[src/rtl/feeder_pkg.sv]
package feeder_pkg;

    typedef enum logic {
        FS_WAIT = 1'b0,
        FS_LOAD = 1'b1
    } feed_state_e;

    // Counter width for a count of n items; at least one bit.
    function automatic int unsigned width_of(input int unsigned n);
        return (n > 1) ? $clog2(n) : 1;
    endfunction

endpackage

[src/rtl/bank_toggle_watch.sv]
// Detects a flip of the writer's bank-select level and holds it until consumed.
module bank_toggle_watch (
    input  logic clk,
    input  logic rst_n,
    input  logic bank_sel,
    input  logic consume,
    output logic pend,
    output logic pend_bank
);

    typedef struct packed {
        logic last;   // level seen on the previous clock
        logic pend;   // a finished frame waits to be read
        logic bank;   // bank the writer left at the latest flip
    } watch_t;

    watch_t w_d, w_q;

    always_comb begin
        w_d      = w_q;
        w_d.last = bank_sel;
        if (bank_sel != w_q.last) begin
            // a new flip wins over a consume in the same cycle
            w_d.pend = 1'b1;
            w_d.bank = w_q.last;
        end else if (consume) begin
            w_d.pend = 1'b0;
        end
    end

    always_ff @(posedge clk) begin
        if (!rst_n) begin
            w_q <= '0;
        end else begin
            w_q <= w_d;
        end
    end

    assign pend      = w_q.pend;
    assign pend_bank = w_q.bank;

endmodule

[src/rtl/tile_walk.sv]
// Nested counters: column in tile, line in tile, tile column, tile row.
module tile_walk #(
    parameter int unsigned TILE    = 8,
    parameter int unsigned TILES_X = 32,
    parameter int unsigned TILES_Y = 30,
    localparam int unsigned TB     = $clog2(TILE),
    localparam int unsigned TC_W   = feeder_pkg::width_of(TILES_X),
    localparam int unsigned TR_W   = feeder_pkg::width_of(TILES_Y)
) (
    input  logic            clk,
    input  logic            rst_n,
    input  logic            step,
    output logic [TB-1:0]   x,
    output logic [TB-1:0]   y,
    output logic [TC_W-1:0] tc,
    output logic [TR_W-1:0] tr,
    output logic            tile_first,
    output logic            frame_last
);

    localparam logic [TB-1:0]   X_MAX  = TB'(TILE - 1);
    localparam logic [TC_W-1:0] TC_MAX = TC_W'(TILES_X - 1);
    localparam logic [TR_W-1:0] TR_MAX = TR_W'(TILES_Y - 1);

    typedef struct packed {
        logic [TB-1:0]   x;
        logic [TB-1:0]   y;
        logic [TC_W-1:0] tc;
        logic [TR_W-1:0] tr;
    } walk_t;

    walk_t c_d, c_q;

    logic x_wrap, y_wrap, tc_wrap, tr_wrap;

    always_comb begin
        x_wrap  = (c_q.x  == X_MAX);
        y_wrap  = (c_q.y  == X_MAX);
        tc_wrap = (c_q.tc == TC_MAX);
        tr_wrap = (c_q.tr == TR_MAX);

        c_d = c_q;
        if (step) begin
            if (!x_wrap) begin
                c_d.x = c_q.x + 1'b1;
            end else begin
                c_d.x = '0;
                if (!y_wrap) begin
                    c_d.y = c_q.y + 1'b1;
                end else begin
                    c_d.y = '0;
                    if (!tc_wrap) begin
                        c_d.tc = c_q.tc + 1'b1;
                    end else begin
                        c_d.tc = '0;
                        c_d.tr = tr_wrap ? '0 : c_q.tr + 1'b1;
                    end
                end
            end
        end
    end

    always_ff @(posedge clk) begin
        if (!rst_n) begin
            c_q <= '0;
        end else begin
            c_q <= c_d;
        end
    end

    assign x          = c_q.x;
    assign y          = c_q.y;
    assign tc         = c_q.tc;
    assign tr         = c_q.tr;
    assign tile_first = (c_q.x == '0) && (c_q.y == '0);
    assign frame_last = x_wrap && y_wrap && tc_wrap && tr_wrap;

endmodule

[src/rtl/feed_ctrl.sv]
// Wait / load sequencer; latches the bank to read when a frame is taken.
module feed_ctrl (
    input  logic clk,
    input  logic rst_n,
    input  logic pend,
    input  logic pend_bank,
    input  logic frame_last,
    output logic consume,
    output logic loading,
    output logic bank
);

    import feeder_pkg::*;

    typedef struct packed {
        feed_state_e st;
        logic        bank;
    } ctrl_t;

    ctrl_t s_d, s_q;

    always_comb begin
        s_d     = s_q;
        consume = 1'b0;
        unique case (s_q.st)
            FS_WAIT: begin
                if (pend) begin
                    s_d.st   = FS_LOAD;
                    s_d.bank = pend_bank;
                    consume  = 1'b1;
                end
            end
            FS_LOAD: begin
                if (frame_last) begin
                    s_d.st = FS_WAIT;
                end
            end
            default: s_d.st = FS_WAIT;
        endcase
    end

    always_ff @(posedge clk) begin
        if (!rst_n) begin
            s_q <= '{st: FS_WAIT, bank: 1'b0};
        end else begin
            s_q <= s_d;
        end
    end

    assign loading = (s_q.st == FS_LOAD);
    assign bank    = s_q.bank;

endmodule

[src/rtl/feed_align.sv]
// Delays read qualifiers by the memory latency so they meet the returned data.
module feed_align (
    input  logic clk,
    input  logic rst_n,
    input  logic rd_en,
    input  logic tile_first,
    output logic pix_valid,
    output logic sob
);

    typedef struct packed {
        logic vld;
        logic sob;
    } align_t;

    align_t a_d, a_q;

    always_comb begin
        a_d.vld = rd_en;
        a_d.sob = rd_en && tile_first;
    end

    always_ff @(posedge clk) begin
        if (!rst_n) begin
            a_q <= '0;
        end else begin
            a_q <= a_d;
        end
    end

    assign pix_valid = a_q.vld;
    assign sob       = a_q.sob;

endmodule

[src/rtl/tile_stream_feeder.sv]
// Reads a finished raster frame from a two-bank store as a stream of 8x8 tiles.
module tile_stream_feeder #(
    parameter int unsigned FRAME_W  = 256,
    parameter int unsigned FRAME_H  = 240,
    parameter int unsigned TILE     = 8,
    parameter int unsigned PIX_W    = 8,
    localparam int unsigned TB      = $clog2(TILE),
    localparam int unsigned TILES_X = FRAME_W / TILE,
    localparam int unsigned TILES_Y = FRAME_H / TILE,
    localparam int unsigned TC_W    = feeder_pkg::width_of(TILES_X),
    localparam int unsigned TR_W    = feeder_pkg::width_of(TILES_Y),
    localparam int unsigned COL_W   = TC_W + TB,
    localparam int unsigned ROW_W   = TR_W + TB,
    localparam int unsigned ADDR_W  = 1 + ROW_W + COL_W
) (
    input  logic              clk,
    input  logic              rst_n,
    input  logic              bank_sel,
    input  logic [PIX_W-1:0]  rd_data,
    output logic [ADDR_W-1:0] rd_addr,
    output logic              rd_en,
    output logic [PIX_W-1:0]  pixel,
    output logic              pix_valid,
    output logic              sob
);

    logic            pend, pend_bank, consume, loading, bank;
    logic            tile_first, frame_last;
    logic [TB-1:0]   x, y;
    logic [TC_W-1:0] tc;
    logic [TR_W-1:0] tr;

    bank_toggle_watch u_watch (
        .clk       (clk),
        .rst_n     (rst_n),
        .bank_sel  (bank_sel),
        .consume   (consume),
        .pend      (pend),
        .pend_bank (pend_bank)
    );

    feed_ctrl u_ctrl (
        .clk        (clk),
        .rst_n      (rst_n),
        .pend       (pend),
        .pend_bank  (pend_bank),
        .frame_last (frame_last),
        .consume    (consume),
        .loading    (loading),
        .bank       (bank)
    );

    tile_walk #(
        .TILE    (TILE),
        .TILES_X (TILES_X),
        .TILES_Y (TILES_Y)
    ) u_walk (
        .clk        (clk),
        .rst_n      (rst_n),
        .step       (loading),
        .x          (x),
        .y          (y),
        .tc         (tc),
        .tr         (tr),
        .tile_first (tile_first),
        .frame_last (frame_last)
    );

    feed_align u_align (
        .clk        (clk),
        .rst_n      (rst_n),
        .rd_en      (loading),
        .tile_first (tile_first),
        .pix_valid  (pix_valid),
        .sob        (sob)
    );

    // line = {tile row, y}, column = {tile column, x}
    assign rd_addr = {bank, tr, y, tc, x};
    assign rd_en   = loading;
    assign pixel   = rd_data;

endmodule

[config.mk]
export PLATFORM = sky130hd
export DESIGN_NAME = tile_stream_feeder
export DESIGN_NICKNAME = d
export VERILOG_FILES = /design/src/rtl/feeder_pkg.sv /design/src/rtl/bank_toggle_watch.sv /design/src/rtl/tile_walk.sv /design/src/rtl/feed_ctrl.sv /design/src/rtl/feed_align.sv /design/src/rtl/tile_stream_feeder.sv
export SDC_FILE = /design/constraint.sdc
export NUM_CORES = 1
export LEC_CHECK = 0
export ABC_AREA = 1
export BUFFER_PORTS_ARGS = -buffer_cell sky130_fd_sc_hd__buf_2
export CORE_ASPECT_RATIO = 0.7
export CORE_UTILIZATION = 50
export DETAILED_ROUTE_END_ITERATION = 7
export GPL_TIMING_DRIVEN = 0
export HOLD_SLACK_MARGIN = 0.08
export PLACE_DENSITY = 0.79
export SLEW_MARGIN = 25
export SYNTH_ARGS = -nofsm -noshare
export SYNTH_HDL_FRONTEND = slang
export SYNTH_SLANG_ARGS = --single-unit
[constraint.sdc]
create_clock -name clk -period 4.6 [get_ports clk]
set_input_delay 0.46 -clock clk [delete_from_list [all_inputs] [get_ports clk]]
set_output_delay 0.46 -clock clk [all_outputs]
set_load 0.05 [all_outputs]
==> impl_metrics.toml <==
[worst_hold_path]
hold_path_end = "u_watch.w_q[2]"
hold_path.class = "in2reg"
hold_start = "bank_sel"
hold_depth = 3

[power_and_ir_drop]
ir_worst_vdd_uv = 172.8
p_total_mw = 0.3752
power.net_switching_mw = 0.1172
pwr-share-clk_pct = 25.7
swShare_pct = 31.25
pwr-share-comb_pct = 18.3
p_seq_share_pct = 56.0
powerDensity_nw_per_um2 = 266.8
p_int_mw = 0.2580
p_leak_nw = 0.7620

[layout]
area_growth_pct = 18.32
drive_gt1_share_pct = 27.08
fin_area_um2 = 1406
antenna_cells = 0
fill_cells = 201
utilization_pct = 64.23
nets = 214

[floorplanning]
start_util_pct = 54.29
die_area_um2 = 2579
coreArea_um2 = 2190
core.rowCount = 14
io_pins = 39
chipWidth_um = 60.28
die_h_um = 42.80

[clock_network]
htreeDepth = 1
cts_buffer_depth = 2
holdBufCountCts = 0
cts_buffers = 3
root_buffer = "clkbuf_4"
cts.clk_slew.worst_paths_ns = 0.13
worstSkewPairLatency_ns = 0.32
cts_tree = "done"
cts_repair_resize_count = 0
cts_num_sinks = 23
post-cts-setup-buffer-count = 0

[global_routing]
grt_max_degree = 14
antenna_found_initial = 0
grt-ovfl-total = 0
grt_pass1_wl_mm = 3.705
grt_pass1_vias = 898
grt_util_all_layers_pct = 19.16

[synth]
synthCells = 158
synthTopCellsByCount = "28 x nand2_1, 26 x inv_1, 23 x dfxtp_1"
synth-xor-area-share_pct = 0.7368
yosys.area.top_type_share_pct = 38.74
synth.area.top_cells = "dfxtp_1 39%, ha_1 11%, nand2_1 8.8%"
synth_top_area_cell = "dfxtp_1"
synth_top_family_by_area = "simple AND/OR/NAND/NOR gates"
synth-simple-area-share_pct = 24.53
synth_fa_ha_area_share_pct = 10.53
synthArstFlopShare_pct = 0
synthDistinctLibCells = 20
synth_edf_count = 0
syn-num-nets = 179
yosysWarnings = 0
yosysMostFrequentCell = "nand2_1"
synth-compound-area-share_pct = 9.895
avgSynthCellArea_um2 = 7.523
seq_area_frac_synth_pct = 38.74
syn_area_um2 = 1189
ys.flop_type = "dfxtp_1"
synthMuxAreaShare_pct = 0
ys_ff_latch = 23

[setup_path]
ff2ff_setup_slack_ns = 2.89
worst_r2r_path_depth = 10
critPathCaptureType = "flip-flop"
crit_fanout = 8
cpMostUsedCell = "nand2_1"
arrival_ns = 1.97
slowest_stage = "dfxtp_1"
crit_chain = "ha_1, nand2_1, nor2_1, ha_1, nand2_1, nor2_4, nand3_1, nand2_1, inv_1, nor2_1"
rr_startpoint = "u_walk.tc[0]"
reg2reg_to = "u_walk.tr[4]"
critical_path_class = "reg2reg"
startpoint_type = "flip-flop"
required_ns = 4.86
cpPeakStageDelay_ns = 0.42

[timing]
slew_headroom_pct = 82.70
hold_viol_final = 0
fmax_mhz = 583.5
finalClockSkew_ns = 0.001864
slew_viol_final = 0
setup_violations = 0
min_period_ns = 1.714
setup_tns_ns = 0
post-route-period-util_pct = 37.26
rsz0062_at_grt = "false"
tightest_slew_ns = 0.2592

[routing]
dr.pass1.iters = 4
drt-initial-drc-count = 30
wl_per_cell_um = 10.40
routed_wl_mm = 2.330
ant_nets = 0
vias_per_cell = 4.813
vias = 1078
drcViolationCount = 0

[placed_design]
place_hpwl_mm = 1.857
dpl_cell_area_um2 = 1379
gp_congestion = 0.8067
io_buffers = 30

[outcome]
status = "finished, final reports clean"

[flow_run]
maxCapViolations = 0
[logic make-up (layout without fill, tap and decap cells)]
group,Yosys count,count (layout)
AND/OR/NAND/NOR,64,64
buffers and inverters,38,72
AO/OA/AOI/OAI,22,22
adder cells (fa/ha/maj),10,10
flip-flops,23,23
XOR/XNOR,1,1
[worst max-delay path: cells and delay by family (launching register included)]
kind / cells / cell delay [ns]
and+or+nand+nor: 7 / 0.78
buffers and inverters: 1 / 0.03
DFF: 1 / 0.42
adders and majority gates: 2 / 0.41
[per-layer routing]
layer  part of all wire [%]  vias to the layer above  routed length (µm)  GRT usage (%)
met5                      0                        -                   0              0
li1                       -                      557                   -              -
met3                    6.7                        4                 157          5.488
met2                     46                       41                1061          32.53
met1                     47                      476                1088          24.29
met4                   0.99                        0                  23          2.791
[stage by stage]
step	setup WS, ns	instances	hold WS (ns)
floorplan	2.726	158	0.4376
global placement	2.970	220	0.4499
detailed placement	2.907	220	0.4760
CTS	2.877	224	0.3484
global route	2.678	224	0.3783
finish	2.886	224	0.3549
[power by group through the flow]
stage | Combinational (mW) | Sequential [mW] | Clock, mW
5_1_grt | 0.0739 | 0.211 | 0.107
3_3_place_gp | 0.0669 | 0.214 | 0
2_1_floorplan | 0.0380 | 0.231 | 0
6_report | 0.0685 | 0.210 | 0.0964
3_5_place_dp | 0.0681 | 0.215 | 0
4_1_cts | 0.0684 | 0.210 | 0.0981
[registers in the layout, indices dropped and copies added (netlist names)]
register,flops
u_align.pix_valid,1
u_align.sob,1
u_ctrl.bank,1
u_ctrl.loading,1
u_walk.tc,5
u_walk.tr,5
u_walk.x,3
u_walk.y,3
u_watch.pend,1
u_watch.pend_bank,1
u_watch.w_q,1
[cell type report]
type / instances / area, µm² / area share (%)
well taps: 32 / 40.04 / 2.847
multi-input cells: 97 / 543.0 / 38.61
repair buffers: 30 / 150.1 / 10.68
clock inverters: 1 / 5.005 / 0.3559
clock buffers: 3 / 22.52 / 1.601
inverters: 27 / 101.3 / 7.206
flip-flops and latches: 23 / 460.4 / 32.74
plain buffers: 11 / 83.83 / 5.961
[worst max path at each step]
| stage | to | slack, ns | cells past startpoint | from |
|---|---|---|---|---|
| after global routing | u_walk.tr[4] | 2.68 | 10 | u_walk.tc[0] |
| after floorplan | u_walk.tr[0] | 2.73 | 9 | u_walk.tc[0] |
| final | u_walk.tr[4] | 2.89 | 10 | u_walk.tc[0] |
| after detailed placement | u_walk.tr[4] | 2.91 | 10 | u_walk.tc[0] |
| after global placement | u_walk.tr[0] | 2.97 | 11 | u_walk.tc[0] |
| after CTS | u_walk.tr[4] | 2.88 | 10 | u_walk.tc[0] |
[placed cells by master (no fill, tap or decap)]
master,netlist,routed
nand3b_1,1,1
xor2_1,1,1
nor2_1,18,18
inv_2,1,1
nand2_4,1,1
nand4_1,2,2
nand2_2,3,3
a21oi_1,10,10
ha_1,10,10
clkinv_2,0,1
inv_1,26,26
a211oi_1,3,3
buf_4,9,9
nand3_1,8,8
clkbuf_4,0,3
nor2_4,2,2
dfxtp_1,23,23
nand2_1,28,28
buf_6,1,1
o21ai_0,9,9
buf_2,1,31
nor4_1,1,1
Note: power is estimated with default switching activity, not from simulation.
